### src/rtl/mtr_pkg.sv
`timescale 1ns/1ps
package mtr_pkg;
    localparam logic [7:0] MT_UC    = 8'h00;
    localparam logic [7:0] MT_WT    = 8'h04;
    localparam logic [7:0] MT_WB    = 8'h06;
    localparam logic [7:0] MT_SPLIT = 8'hFE;
    localparam logic [7:0] MT_OFF   = 8'hFF;
    localparam int         FIX_N    = 88;
    localparam logic [7:0] CFG_CTRL = 8'h60;
    localparam logic [7:0] CFG_TOM2 = 8'h61;
    localparam logic [63:0] TOM2_KEEP = 64'h0000_FFFF_FF80_0000;

    // Table slot for an address below 1 MiB: 64K, 16K and 4K granules.
    function automatic logic [6:0] fix_index(input logic [19:0] a);
        if (!a[19])
            return {4'd0, a[18:16]};
        else if (!a[18])
            return 7'd8 + {3'd0, a[17:14]};
        else
            return 7'd24 + {1'b0, a[17:12]};
    endfunction
endpackage

### src/rtl/mtr_cfg_regs.sv
`timescale 1ns/1ps
module mtr_cfg_regs import mtr_pkg::*; #(
    parameter int ADDR_W  = 40,
    parameter int NUM_VAR = 4
) (
    input  logic                              clk,
    input  logic                              rst_n,
    input  logic                              we,
    input  logic [7:0]                        addr,
    input  logic [ADDR_W-1:0]                 wdata,
    output logic [FIX_N-1:0][7:0]             fix_tbl,
    output logic [7:0]                        dflt,
    output logic [1:0]                        en,
    output logic [ADDR_W-1:0]                 tom2,
    output logic [NUM_VAR-1:0][ADDR_W-1:0]    base,
    output logic [NUM_VAR-1:0][7:0]           vtype,
    output logic [NUM_VAR-1:0][ADDR_W-1:0]    mask,
    output logic [NUM_VAR-1:0]                vld
);
    localparam logic [ADDR_W-1:0] LIM_KEEP = ADDR_W'(TOM2_KEEP);

    typedef struct packed {
        logic [FIX_N-1:0][7:0]          fix;
        logic [7:0]                     dflt;
        logic [1:0]                     en;
        logic [ADDR_W-1:0]              tom2;
        logic [NUM_VAR-1:0][ADDR_W-1:0] base;
        logic [NUM_VAR-1:0][7:0]        vtype;
        logic [NUM_VAR-1:0][ADDR_W-1:0] mask;
        logic [NUM_VAR-1:0]             vld;
    } cfg_t;

    cfg_t cfg_d, cfg_q;

    always_comb begin
        cfg_d = cfg_q;
        if (we) begin
            if (addr < 8'(FIX_N)) begin
                cfg_d.fix[addr[6:0]] = wdata[7:0];
            end else if (addr == CFG_CTRL) begin
                cfg_d.dflt = wdata[7:0];
                cfg_d.en   = wdata[9:8];
            end else if (addr == CFG_TOM2) begin
                cfg_d.tom2 = wdata & LIM_KEEP;
            end else if (addr[7]) begin
                for (int i = 0; i < NUM_VAR; i++) begin
                    if (addr[6:1] == 6'(i)) begin
                        if (addr[0]) begin
                            cfg_d.mask[i] = {wdata[ADDR_W-1:12], 12'h000};
                            cfg_d.vld[i]  = wdata[11];
                        end else begin
                            cfg_d.base[i]  = {wdata[ADDR_W-1:12], 12'h000};
                            cfg_d.vtype[i] = wdata[7:0];
                        end
                    end
                end
            end
        end
    end

    always_ff @(posedge clk) begin
        if (!rst_n) cfg_q <= '0;
        else        cfg_q <= cfg_d;
    end

    assign fix_tbl = cfg_q.fix;
    assign dflt    = cfg_q.dflt;
    assign en      = cfg_q.en;
    assign tom2    = cfg_q.tom2;
    assign base    = cfg_q.base;
    assign vtype   = cfg_q.vtype;
    assign mask    = cfg_q.mask;
    assign vld     = cfg_q.vld;
endmodule

### src/rtl/mtr_var_match.sv
`timescale 1ns/1ps
module mtr_var_match #(
    parameter int ADDR_W = 40
) (
    input  logic [ADDR_W-1:0] base,
    input  logic [ADDR_W-1:0] mask,
    input  logic              vld,
    input  logic [ADDR_W-1:0] first,
    input  logic [ADDR_W-1:0] last,
    output logic              hit,
    output logic              split
);
    logic first_in, last_in;
    assign first_in = ((first & mask) == (base & mask));
    assign last_in  = ((last & mask) == (base & mask));
    assign hit      = vld & first_in;
    assign split    = vld & (first_in ^ last_in);
endmodule

### src/rtl/mtr_merge.sv
`timescale 1ns/1ps
module mtr_merge import mtr_pkg::*; #(
    parameter int NUM_VAR = 4
) (
    input  logic [NUM_VAR-1:0]      hit,
    input  logic [NUM_VAR-1:0][7:0] vtype,
    output logic                    any_hit,
    output logic [7:0]              merged
);
    logic       has_uc, only_wbwt;
    logic [7:0] or_t, and_t;

    // Order-free reduction: equal types leave OR and AND identical.
    always_comb begin
        has_uc    = 1'b0;
        only_wbwt = 1'b1;
        or_t      = 8'h00;
        and_t     = 8'hFF;
        for (int i = 0; i < NUM_VAR; i++) begin
            if (hit[i]) begin
                or_t  = or_t | vtype[i];
                and_t = and_t & vtype[i];
                if (vtype[i] == MT_UC) has_uc = 1'b1;
                if (vtype[i] != MT_WB && vtype[i] != MT_WT) only_wbwt = 1'b0;
            end
        end
        if (has_uc)              merged = MT_UC;
        else if (or_t == and_t)  merged = or_t;
        else if (only_wbwt)      merged = MT_WT;
        else                     merged = MT_UC;
    end

    assign any_hit = |hit;
endmodule

### src/rtl/mtr_resolver.sv
`timescale 1ns/1ps
module mtr_resolver import mtr_pkg::*; #(
    parameter int ADDR_W    = 40,
    parameter int NUM_VAR   = 4,
    parameter bit HAS_FIXED = 1'b1
) (
    input  logic              clk,
    input  logic              rst_n,
    input  logic              cfg_we,
    input  logic [7:0]        cfg_addr,
    input  logic [ADDR_W-1:0] cfg_wdata,
    input  logic              req_valid,
    input  logic [ADDR_W-1:0] req_start,
    input  logic [ADDR_W-1:0] req_end,
    output logic              rsp_valid,
    output logic [7:0]        rsp_type
);
    typedef struct packed {
        logic       valid;
        logic [7:0] rtype;
    } rsp_t;

    logic [FIX_N-1:0][7:0]          fix_w;
    logic [7:0]                     dflt_w;
    logic [1:0]                     en_w;
    logic [ADDR_W-1:0]              tom2_w;
    logic [NUM_VAR-1:0][ADDR_W-1:0] base_w, mask_w;
    logic [NUM_VAR-1:0][7:0]        vtype_w;
    logic [NUM_VAR-1:0]             vld_w, hit_w, split_w;
    logic [ADDR_W-1:0]              end_inc;
    logic                           use_fixed, any_split, any_hit, above_4g;
    logic [7:0]                     fix_type, merged, result;
    rsp_t                           rsp_d, rsp_q;

    mtr_cfg_regs #(.ADDR_W(ADDR_W), .NUM_VAR(NUM_VAR)) u_cfg (
        .clk(clk), .rst_n(rst_n), .we(cfg_we), .addr(cfg_addr), .wdata(cfg_wdata),
        .fix_tbl(fix_w), .dflt(dflt_w), .en(en_w), .tom2(tom2_w),
        .base(base_w), .vtype(vtype_w), .mask(mask_w), .vld(vld_w)
    );

    assign end_inc = req_end - ADDR_W'(1);

    for (genvar g = 0; g < NUM_VAR; g++) begin : g_rng
        mtr_var_match #(.ADDR_W(ADDR_W)) u_match (
            .base(base_w[g]), .mask(mask_w[g]), .vld(vld_w[g]),
            .first(req_start), .last(end_inc),
            .hit(hit_w[g]), .split(split_w[g])
        );
    end

    mtr_merge #(.NUM_VAR(NUM_VAR)) u_merge (
        .hit(hit_w), .vtype(vtype_w), .any_hit(any_hit), .merged(merged)
    );

    assign any_split = |split_w;
    assign above_4g  = |req_start[ADDR_W-1:32];
    assign use_fixed = HAS_FIXED && en_w[0] && (req_start[ADDR_W-1:20] == '0);
    assign fix_type  = fix_w[fix_index(req_start[19:0])];

    always_comb begin
        if (en_w == 2'b00)                      result = MT_OFF;
        else if (use_fixed)                     result = fix_type;
        else if (!en_w[1])                      result = dflt_w;
        else if (any_split)                     result = MT_SPLIT;
        else if (any_hit)                       result = merged;
        else if (above_4g && end_inc < tom2_w)  result = MT_WB;
        else                                    result = dflt_w;
    end

    always_comb begin
        rsp_d       = rsp_q;
        rsp_d.valid = req_valid;
        if (req_valid) rsp_d.rtype = result;
    end

    always_ff @(posedge clk) begin
        if (!rst_n) rsp_q <= '0;
        else        rsp_q <= rsp_d;
    end

    assign rsp_valid = rsp_q.valid;
    assign rsp_type  = rsp_q.rtype;
endmodule

### config.mk
export PLATFORM = sky130hd
export DESIGN_NAME = mtr_resolver
export DESIGN_NICKNAME = d
export VERILOG_FILES = /design/src/rtl/mtr_pkg.sv /design/src/rtl/mtr_cfg_regs.sv /design/src/rtl/mtr_var_match.sv /design/src/rtl/mtr_merge.sv /design/src/rtl/mtr_resolver.sv
export SDC_FILE = /design/constraint.sdc
export NUM_CORES = 2
export LEC_CHECK = 0
export BUFFER_PORTS_ARGS = -buffer_cell sky130_fd_sc_hd__buf_2
export CORE_ASPECT_RATIO = 1.2
export CORE_UTILIZATION = 55
export DETAILED_ROUTE_END_ITERATION = 7
export PLACE_DENSITY = 0.69
export REMOVE_ABC_BUFFERS = 1
export SETUP_SLACK_MARGIN = 0.3
export SLEW_MARGIN = 10
export SYNTH_ARGS = -nofsm -noshare
export SYNTH_HDL_FRONTEND = slang
export SYNTH_SLANG_ARGS = --single-unit
### constraint.sdc
create_clock -name clk -period 5.3 [get_ports clk]
set_input_delay 0.53 -clock clk [delete_from_list [all_inputs] [get_ports clk]]
set_output_delay 0.53 -clock clk [all_outputs]
set_load 0.005 [all_outputs]
==> flow_summary.yaml <==
status:
  status: "completed"
place:
  routabilityCongestion: 1.08
  dpl.hpwl_mm: 140
  io_buffers: 127
  dp.cells: 7274
  dpl_cell_area_um2: 54100
critical_path:
  crit_chain: "buf_2 > nor2_1 > nand4_1 > or3_1 > buf_4 > nor3_1 > nor4bb_1 > nand4_1 > buf_4 > a211o_1 > nor3_1 > a2111oi_4 > nand4_1 > buf_4 > a221oi_1 > o32ai_1"
  slowest_stage: "nor3_1"
  cpPeakStageDelay_ns: 0.83
  end_kind: "register"
  critPathArrivalTime_ns: 4.81
  worstPathRequired_ns: 5.89
  worstSetupStartpointType: "input pin"
  crit_type: "input pin to register"
  crit_fanout: 16
route:
  drc: 0
  vias_per_cell: 6.43
  wl_per_cell_um: 27.2
  drt-pass1-iter-count: 6
  ant_nets: 0
  vias: 48000
  wl_mm: 204
  drt_iter0_drc: 4862
synthesis:
  synth_area_per_cell_um2: 8.31
  synth_ff_type: "dfxtp_1"
  ys_ff_latch: 1000
  synth_top_area_share: 0.385
  synth_async_sr_flop_share: 0
  synth_common_cells: "nand2_1, dfxtp_1, a21boi_0"
  ys_types: 89
  synth_warnings: 0
  synth_area_leaders: "dfxtp_1, a21boi_0, nand2_1, mux4_2, nand3_1"
  synth_top_area_cell: "dfxtp_1"
  synth_edf_count: 0
  synth_cells: 6266
  synth_area_um2: 52000
  synth_most_common_cell: "nand2_1"
  ys_seq_area_frac: 0.385
die:
  die_area_um2: 95900
  rows: 123
  core_area_um2: 93700
  die_x_um: 283
  die_h_um: 339
  start_util: 0.555
  pin_count: 141
global_routing:
  overflow: 0
  grt_pass1_wl_mm: 298
  grt_pass1_vias: 45800
  grt_max_degree: 216
  antenna_found_initial: 14
  grtUsageTotal: 0.417
power_and_ir_drop:
  peakVddDrop_v: 0.000270
  leakagePower_nw: 19.0
  power_density_nw_per_um2: 288
run:
  drv_cap: 0
timing:
  post-route-period-util: 0.797
  fin_skew_ns: 0.0460
  worst_pin_slew_ns: 1.14
  finalHoldViolCount: 0
  fin_crit_ns: 4.22
  grt_setup_unrepaired: "false"
  setup_viol: 0
  fmax_ghz: 0.237
  setup_tns_ns: 0
  slew_headroom: 0.235
  slew_viol_final: 0
clock_network:
  post_cts_resized: 0
  cts_buffers: 105
  cts-root-buf: "clkbuf_16"
  clk_latency_ns: 0.71
  post_cts_buffers: 0
  cts_tree: "yes"
  hold_buffers: 0
  cts.sinks: 1000
  htreeDepth: 3
  cts_max_path_buffers: 3
  clk_pin_slew_ns: 0.06
final_layout:
  syn2layout_area_growth_pct: 11.0
  design_area_um2: 57800
  final-seq-area_um2: 20000
  final.fill_count: 8211
  nNetsFinal: 6280
  final_util: 0.617
  drive_above_1_share: 0.122
  instances_no_fill: 7473
  multi_input_area_um2: 29800
worst_hold_path:
  hold_class: "input pin to register"
-- power breakdown --
| part | leakage (nW) | total (mW) | internal (mW) | switching [mW] |
|---|---|---|---|---|
| clock | 1.78 | 7.75 | 4.46 | 3.29 |
| combinational | 9.14 | 1.34 | 0.422 | 0.913 |
| sequential | 8.05 | 7.54 | 7.53 | 0.0154 |
-- state kept, by name, summed over array words and instances (netlist names), 4 cells and up --
signal	count
u_cfg.fix_tbl	704
u_cfg.mask	112
u_cfg.tom2	17
u_cfg.dflt	8
u_cfg.vtype	32
u_cfg.vld	4
u_cfg.base	112
rsp_type	8
-- cells in the final DEF (no fill, tap or decap), types with 16 or more instances in the layout --
cell type / count
a21boi_0: 934
a21oi_1: 33
a22oi_1: 77
a311oi_1: 27
a31oi_1: 18
and3_1: 26
buf_12: 26
buf_2: 118
buf_4: 185
clkbuf_1: 17
clkbuf_16: 106
clkbuf_8: 27
clkinv_2: 19
dfxtp_1: 1000
ha_1: 17
inv_1: 64
mux2i_1: 80
mux4_2: 176
nand2_1: 1575
nand2b_1: 38
nand3_1: 778
nand4_1: 53
nor2_1: 75
nor2_4: 16
nor2b_1: 84
nor3_1: 35
nor4_1: 39
o21ai_0: 41
or3_1: 16
xnor2_1: 43
xor2_1: 145
-- kinds of logic (layout without fill, tap and decap cells) --
| kind of cell | after synthesis | count (layout) | synth area share |
|---|---|---|---|
| xor+xnor | 194 | 194 | 0.0343 |
| fa+ha+maj | 17 | 17 | 0.00409 |
| flops | 1000 | 1000 | 0.385 |
| compound gates | 1310 | 1310 | 0.189 |
| mux | 261 | 261 | 0.0926 |
| simple gates | 2848 | 2848 | 0.248 |
| buf+inv | 636 | 585 | 0.0476 |
| other cells | 0 | 8 | 0 |
-- per-stage QoR --
step                      setup WS [ns]  power (mW)  hold slack, ns
after floorplan                  -11.68        8.30           0.440
after global placement            0.538        9.00           0.446
after detailed placement          0.531        9.01           0.455
after CTS                          1.25        16.6          0.0928
after global routing              0.951        17.0           0.111
final                              1.08        16.6           0.110
-- area by class of cell --
type,instances,share of cell area
multi-input combinational,4630,0.516
sequential,1000,0.346
clock buffer,150,0.0534
inverter,64,0.00416
tap,1250,0.0271
clock inverter,41,0.00929
antenna,8,0.000346
timing repair buffer,330,0.0435
-- critical path: cells and delay by family --
| kind | cells | cell delay (ns) |
|---|---|---|
| buffers and inverters | 4 | 0.70 |
| AND/OR/NAND/NOR | 8 | 2.65 |
| AO/OA/AOI/OAI | 4 | 0.91 |
-- routing by layer --
layer  wire length [µm]  up-vias  track usage
li1                   -    21700            -
met2              94300     2398        0.667
met3              17800      627       0.0806
met1              76000    23300        0.508
met5                 65        -            0
met4              15400       12        0.276
-- path summary, 6_finish.rpt --
path	to	slack, ns	cells past startpoint	startpoint
worst max-delay path	rsp_type[6]	1.08	16	req_end[30]
worst min-delay path	u_cfg.vld[2]	0.11	3	cfg_wdata[11]
worst max register to register	rsp_type[0]	1.12	13	u_cfg.base[102]
worst min register to register	u_cfg.fix_tbl[151]	0.46	2	u_cfg.fix_tbl[151]
Power figures use the tool's default switching activity.
